$ cat src/rtl/runFetchPkg.sv
package runFetchPkg;

  typedef enum logic [1:0] {
    ST_IDLE = 2'd0,
    ST_READ = 2'd1,
    ST_CAPT = 2'd2,
    ST_EMIT = 2'd3
  } fetchState_t;

  typedef struct packed {
    logic load;      // take the request fields into the run registers
    logic capture;   // latch memory data and its tag into the output stage
    logic advance;   // output word handed over: step address, drop count
    logic emitting;  // output stage holds a valid word
  } fetchStb_t;

endpackage

$ cat src/rtl/runFetchCtrl.sv
module runFetchCtrl
  import runFetchPkg::*;
(
  input  logic      clk,
  input  logic      rstN,
  input  logic      descValid,
  input  logic      zeroCnt,
  input  logic      lastWord,
  input  logic      insnReady,
  output logic      descReady,
  output logic      memRdEn,
  output logic      insnValid,
  output fetchStb_t stb
);

  fetchState_t state, stateNext;

  always_ff @(posedge clk) begin
    if (!rstN) state <= ST_IDLE;
    else       state <= stateNext;
  end

  always_comb begin
    stateNext = state;
    unique case (state)
      ST_IDLE: if (descValid && !zeroCnt) stateNext = ST_READ;
      ST_READ: stateNext = ST_CAPT;
      ST_CAPT: stateNext = ST_EMIT;
      ST_EMIT: if (insnReady) stateNext = lastWord ? ST_IDLE : ST_READ;
      default: stateNext = ST_IDLE;
    endcase
  end

  assign descReady    = (state == ST_IDLE);
  assign memRdEn      = (state == ST_READ);
  assign insnValid    = (state == ST_EMIT);
  assign stb.load     = descReady && descValid;
  assign stb.capture  = (state == ST_CAPT);
  assign stb.emitting = insnValid;
  assign stb.advance  = insnValid && insnReady;

  // read data is captured exactly one cycle after the read strobe
  a_r6_capture_after_read: assert property (@(posedge clk) disable iff (!rstN)
    memRdEn |=> stb.capture);

  // a stalled output issues no further read
  a_r7_no_read_in_stall: assert property (@(posedge clk) disable iff (!rstN)
    (insnValid && !insnReady) |=> !memRdEn);

  // request side open only with no burst activity
  a_r2_ready_only_idle: assert property (@(posedge clk) disable iff (!rstN)
    descReady |-> (!insnValid && !memRdEn && !stb.capture));

  // an empty request leaves the request side open
  a_r4_zero_stays_ready: assert property (@(posedge clk) disable iff (!rstN)
    (descValid && descReady && zeroCnt) |=> descReady);

endmodule

$ cat src/rtl/runFetchPath.sv
module runFetchPath
  import runFetchPkg::*;
#(
  parameter int ADDR_W = 18,
  parameter int CNT_W  = 6,
  parameter int WORD_W = 48,
  localparam int DESC_W = ADDR_W + CNT_W
) (
  input  logic              clk,
  input  logic              rstN,
  input  fetchStb_t         stb,
  input  logic [DESC_W-1:0] descData,
  input  logic [WORD_W-1:0] memRdData,
  output logic [ADDR_W-1:0] memAddr,
  output logic              zeroCnt,
  output logic              lastWord,
  output logic [WORD_W-1:0] insnData,
  output logic [ADDR_W-1:0] insnAddr
);

  logic [CNT_W-1:0]  reqCnt;
  logic [ADDR_W-1:0] reqBase;
  logic [ADDR_W-1:0] curAddr;
  logic [CNT_W-1:0]  remCnt;

  // count sits in the low field, start address directly above it
  assign reqCnt  = descData[CNT_W-1:0];
  assign reqBase = descData[DESC_W-1:CNT_W];

  always_ff @(posedge clk) begin
    if (!rstN) begin
      curAddr <= '0;
      remCnt  <= '0;
    end else if (stb.load) begin
      curAddr <= reqBase;
      remCnt  <= reqCnt;
    end else if (stb.advance) begin
      curAddr <= curAddr + ADDR_W'(1);
      remCnt  <= remCnt - CNT_W'(1);
    end
  end

  always_ff @(posedge clk) begin
    if (!rstN) begin
      insnData <= '0;
      insnAddr <= '0;
    end else if (stb.capture) begin
      insnData <= memRdData;
      insnAddr <= curAddr;
    end
  end

  assign memAddr  = curAddr;
  assign zeroCnt  = (reqCnt == '0);
  assign lastWord = (remCnt == CNT_W'(1));

  // output word holds while the consumer stalls
  a_r7_hold_output: assert property (@(posedge clk) disable iff (!rstN)
    (stb.emitting && !stb.advance) |=> ($stable(insnData) && $stable(insnAddr)));

  // each handed-over word steps the address by one, modulo the space
  a_r8_step_address: assert property (@(posedge clk) disable iff (!rstN)
    stb.advance |=> (curAddr == ($past(curAddr) + ADDR_W'(1))));

  // the tag is the address the word was read from
  a_r3_tag_matches: assert property (@(posedge clk) disable iff (!rstN)
    stb.capture |=> (insnAddr == $past(curAddr)));

endmodule

$ cat src/rtl/runFetchTop.sv
module runFetchTop
  import runFetchPkg::*;
#(
  parameter int ADDR_W = 18,
  parameter int CNT_W  = 6,
  parameter int WORD_W = 48,
  localparam int DESC_W = ADDR_W + CNT_W
) (
  input  logic              clk,
  input  logic              rstN,
  input  logic              descValid,
  output logic              descReady,
  input  logic [DESC_W-1:0] descData,
  output logic              memRdEn,
  output logic [ADDR_W-1:0] memAddr,
  input  logic [WORD_W-1:0] memRdData,
  output logic              insnValid,
  input  logic              insnReady,
  output logic [WORD_W-1:0] insnData,
  output logic [ADDR_W-1:0] insnAddr
);

  fetchStb_t stb;
  logic      zeroCnt;
  logic      lastWord;

  runFetchCtrl ctrl_i (
    .clk       (clk),
    .rstN      (rstN),
    .descValid (descValid),
    .zeroCnt   (zeroCnt),
    .lastWord  (lastWord),
    .insnReady (insnReady),
    .descReady (descReady),
    .memRdEn   (memRdEn),
    .insnValid (insnValid),
    .stb       (stb)
  );

  runFetchPath #(
    .ADDR_W (ADDR_W),
    .CNT_W  (CNT_W),
    .WORD_W (WORD_W)
  ) path_i (
    .clk       (clk),
    .rstN      (rstN),
    .stb       (stb),
    .descData  (descData),
    .memRdData (memRdData),
    .memAddr   (memAddr),
    .zeroCnt   (zeroCnt),
    .lastWord  (lastWord),
    .insnData  (insnData),
    .insnAddr  (insnAddr)
  );

endmodule

$ cat config.mk
export PLATFORM = sky130hd
export DESIGN_NAME = runFetchTop
export DESIGN_NICKNAME = d
export VERILOG_FILES = /design/src/rtl/runFetchPkg.sv /design/src/rtl/runFetchCtrl.sv /design/src/rtl/runFetchPath.sv /design/src/rtl/runFetchTop.sv
export SDC_FILE = /design/constraint.sdc
export NUM_CORES = 1
export LEC_CHECK = 0
export BUFFER_PORTS_ARGS = -buffer_cell sky130_fd_sc_hd__buf_2
export CORE_AREA = 4 4 101 103
export DETAILED_ROUTE_END_ITERATION = 8
export DIE_AREA = 0 0 105 107
export PLACE_DENSITY = 0.7
export SYNTH_ARGS = -nofsm -noshare
export SYNTH_HDL_FRONTEND = slang
export SYNTH_SLANG_ARGS = --single-unit
$ cat constraint.sdc
create_clock -name clk -period 3.5 [get_ports clk]
set_clock_uncertainty 0.1 [all_clocks]
set_input_delay 0.35 -clock clk [delete_from_list [all_inputs] [get_ports clk]]
set_output_delay 0.35 -clock clk [all_outputs]
set_load 0.1 [all_outputs]
==> out/results.env <==
RUN_STATUS='complete, no violations'
TIMING.CRITICAL_PATH.REQUIRED_NS=3.65
NETLIST.TOP_CELL.BY_AREA='sky130_fd_sc_hd__dfxtp_1'
ROOT_BUFFER='sky130_fd_sc_hd__clkbuf_8'
YOSYS.AREA.TOP_TYPE_SHARE=0.4894
HOLD_PATH_DEPTH=3
TIMING_WORST_SLEW_PIN_VALUE_NS=1.170
TOP_LEVEL_PORTS=163
POWER_DENSITY_nW_PER_UM2=924.6
PWR-SHARE-CLK=0.142
MIN_FROM='memRdData[44]'
HOLD_BUFFERS_POST_CTS=0
DRIVE_ABOVE_1_SHARE=0.3358
POWER.IR.VDD_WORST_uV=885.9
HOLDCRITPATHCLASS='in -> reg'
CTS_BUFFERS=9
FINAL.HOLD.WORST_SLACK_NS=0.1347
YS_ASYNC_SR_FRACTION=0
DIE_W_UM=105
LAYOUT.CELLS.MOST_COMMON='sky130_fd_sc_hd__buf_2'
SLEW-LIMIT-HEADROOM=0.2201
POSTROUTEANTENNANETS=0
POST_DP_CELL_AREA_UM2=4642
NET-SWITCHING-POWER_uW=2402
DR.PASS1.ITERS=4
FINALSETUPVIOLCOUNT=0
WORST_R2R_STARTPOINT='ctrl_i.state[1]'
VIAS=3283
WIRELENGTH_MET1_UM=4140
SEQUENTIAL_TO_TOTAL_AREA_SHARE_FROM_YOSYS_STAT=0.4894
VIAS_IN_THE_FIRST_GLOBAL_ROUTE=3228
SEQUENTIAL_AREA_UM2=1842
POST-ROUTE-CELL-AREA_UM2=4818
UNREPAIRED_SETUP_ENDPOINTS_AFTER_GLOBAL_ROUTING='no'
GRT_FIRST_PASS_WIRELENGTH_UM=15260
CRIT_PATH_MAX_FANOUT=24
POST_DRT_VIA_CELL_RATIO=4.982
DETAILROUTE.WIRELENGTH.MET3_UM=616
CRIT_PATH_END_KIND='register'
NUM_ANTENNA_CELLS=0
GRT_START_MAX_NET_PINS=67
DRV_SLEW=0
TRITONCTS_NUM_SINKS=92
CRIT_TYPE='reg -> reg'
SYN-NUM-NETS=477
FILLERINSTANCES=875
POST-ROUTE-PERIOD-UTIL=0.6293
SYNTH_ENABLE_FLOP_CELLS=0
P_SW_FRAC=0.5392
FINALCRITICALPERIOD_NS=2.203
INITIAL_UTILIZATION=0.4093
FINAL_CELL_MIX='162 x sky130_fd_sc_hd__buf_2, 92 x sky130_fd_sc_hd__dfxtp_1, 75 x sky130_fd_sc_hd__nor2_1, 68 x sky130_fd_sc_hd__mux2i_1, 21 x sky130_fd_sc_hd__o21ai_0'
GLOBALROUTE.TOTALOVERFLOW=0
REGISTER_TO_REGISTER_SETUP_SLACK_NS=1.30
COMBINED_GLOBAL_ROUTE_UTILIZATION_OF_ALL_METAL_LAYERS=0.1642
DOMINANT_CELLS_BY_AREA_AFTER_SYNTHESIS='sky130_fd_sc_hd__dfxtp_1 49%, sky130_fd_sc_hd__mux2i_1 18%, sky130_fd_sc_hd__nor2_1 7.5%, sky130_fd_sc_hd__o21ai_0 2.8%, sky130_fd_sc_hd__ha_1 2.7%'
SYNTHESIS.INSTANCES=393
WORST_SETUP_HOLD_PATH_CLK_SLEW_NS=0.09
FINAL_HOLD_VIOL_COUNT=0
DRC=0
INITIALDRTVIOLATIONCOUNT=143
WORSTPATHARRIVAL_NS=2.35
TOP_SIGNAL_LAYER_USED='met4'
DIE_H_UM=107
TRITONCTS='built'
WL_UM=9401
CLOCK_INSERTION_DELAY_WORST_SKEW_NS=0.34
MULTI_INPUT_AREA_UM2=1805
CRITICAL_PATH.REG2REG.ENDPOINT='path_i.remCnt[5]'
COMB_POWER_SHARE=0.537
WIRELENGTH_PER_CELL_UM=14.27
CELLLEAKAGEPOWER_uW=0.002124
PLACE_CONGESTION=0.7893
YOSYS_REGISTER_BITS=92
CLOCK_PATH_BUFFERS=2
DIE_AREA_UM2=11240
CORE_UM2=9196
NUM_ROWS=35
POWER.TOTAL_uW=4455
YS_WARN_COUNT=0
CRIT_START_CATEGORY='register'
NNETSFINAL=627
GRT_ANTENNA_BEFORE_REPAIR=0
IO_BUFFERS=162
SEQUENTIALPOWERSHARE=0.321
SYN_AREA_UM2=3764
AREA_GROWTH_PCT=28.03
TNS_NS=0
YS.FLOP_TYPE='sky130_fd_sc_hd__dfxtp_1'
HTREE_LEVELS=3
INTPOWER_uW=2053
MAXCAPVIOLCOUNT=0
TIMING.HOLD.WORST_ENDPOINT='path_i.insnData[44]'
POST_CTS.REPAIR.SETUP_BUFFERS=0
WL_MET2_UM=4488
TIMING.REG2REG.WORST_PATH_DEPTH=6
POSTSYNTHAREAPERCELL_UM2=9.577
SYNTH_CELL_TYPE_COUNT=31
POST_CTS_RESIZED=0
HPWL_UM=7072
MAX_CLOCK_FREQ_MHz=454.0
flip-flops by register name, indices dropped and copies added, names as in the netlist:
register	flops
path_i.memAddr	18
path_i.insnAddr	18
path_i.remCnt	6
ctrl_i.state	2
path_i.insnData	48
cells in the mapped netlist (4+ instances only):
master	count
sky130_fd_sc_hd__dfxtp_1	92
sky130_fd_sc_hd__a211oi_1	7
sky130_fd_sc_hd__or3_1	5
sky130_fd_sc_hd__inv_1	8
sky130_fd_sc_hd__nor4_1	8
sky130_fd_sc_hd__buf_1	4
sky130_fd_sc_hd__nand3_1	10
sky130_fd_sc_hd__xnor2_1	10
sky130_fd_sc_hd__nor3_1	6
sky130_fd_sc_hd__nand4_1	5
sky130_fd_sc_hd__nor2_1	75
sky130_fd_sc_hd__clkbuf_1	17
sky130_fd_sc_hd__xor2_1	6
sky130_fd_sc_hd__mux2i_1	68
sky130_fd_sc_hd__ha_1	8
sky130_fd_sc_hd__a31oi_1	4
sky130_fd_sc_hd__buf_2	4
sky130_fd_sc_hd__nand2_1	9
sky130_fd_sc_hd__a21oi_1	13
sky130_fd_sc_hd__o21ai_0	21
cell type report:
| cell class | count | area share |
|---|---|---|
| Sequential cell | 92 | 0.3822 |
| Inverter | 8 | 0.006232 |
| Timing Repair Buffer | 164 | 0.1714 |
| Multi-Input combinational cell | 268 | 0.3747 |
| Clock buffer | 11 | 0.02934 |
| Clock inverter | 5 | 0.007271 |
| Tap cell | 111 | 0.02882 |
stage by stage:
| step | instances | setup slack, ns | util |
|---|---|---|---|
| floorplan | 393 | 0.8746 | - |
| global placement | 643 | 1.464 | 0.5048 |
| detailed placement | 643 | 1.310 | 0.5048 |
| CTS | 659 | 1.285 | 0.5239 |
| global route | 659 | 1.097 | 0.5239 |
| finish | 659 | 1.297 | 0.5239 |
worst max-delay path by stage:
stage / endpoint / startpoint / slack [ns] / cells after the start
floorplan: path_i.memAddr[13] / ctrl_i.state[1] / 0.87 / 6
global placement: path_i.memAddr[5] / ctrl_i.state[0] / 1.46 / 6
detailed placement: path_i.remCnt[5] / ctrl_i.state[1] / 1.31 / 6
CTS: path_i.remCnt[5] / ctrl_i.state[1] / 1.29 / 6
global route: path_i.remCnt[4] / ctrl_i.state[0] / 1.10 / 6
finish: path_i.remCnt[5] / ctrl_i.state[1] / 1.30 / 6
kinds of logic after synthesis:
| kind of cell | share of synthesized area |
|---|---|
| compound gates | 0.07281 |
| xor+xnor | 0.03723 |
| fa+ha+maj | 0.02660 |
| buf+inv | 0.03424 |
| flops | 0.4894 |
| mux | 0.1809 |
| simple gates | 0.1589 |
metal layers:
| layer | vias up | global-route usage |
|---|---|---|
| li1 | 1656 | - |
| met4 | 0 | 0.05061 |
| met3 | 12 | 0.05178 |
| met5 | - | 0 |
| met1 | 1499 | 0.1987 |
| met2 | 116 | 0.2791 |
critical path, cell delays in order (launching register included):
cell and delay [ns]:
sky130_fd_sc_hd__dfxtp_1 0.43, sky130_fd_sc_hd__inv_1 0.12, sky130_fd_sc_hd__ha_1 0.31, sky130_fd_sc_hd__nand2_1 0.50
sky130_fd_sc_hd__buf_4 0.35, sky130_fd_sc_hd__nor2_1 0.06, sky130_fd_sc_hd__a211oi_1 0.23
power by group through the flow:
stage / clock (uW) / combinational, uW / sequential [uW]
finish: 631 / 2390 / 1430
floorplan: 0 / 839 / 2630
CTS: 666 / 2410 / 1430
global placement: 0 / 2370 / 1440
detailed placement: 0 / 2410 / 1460
global route: 695 / 2510 / 1470
(Power assumes the default switching activity.)
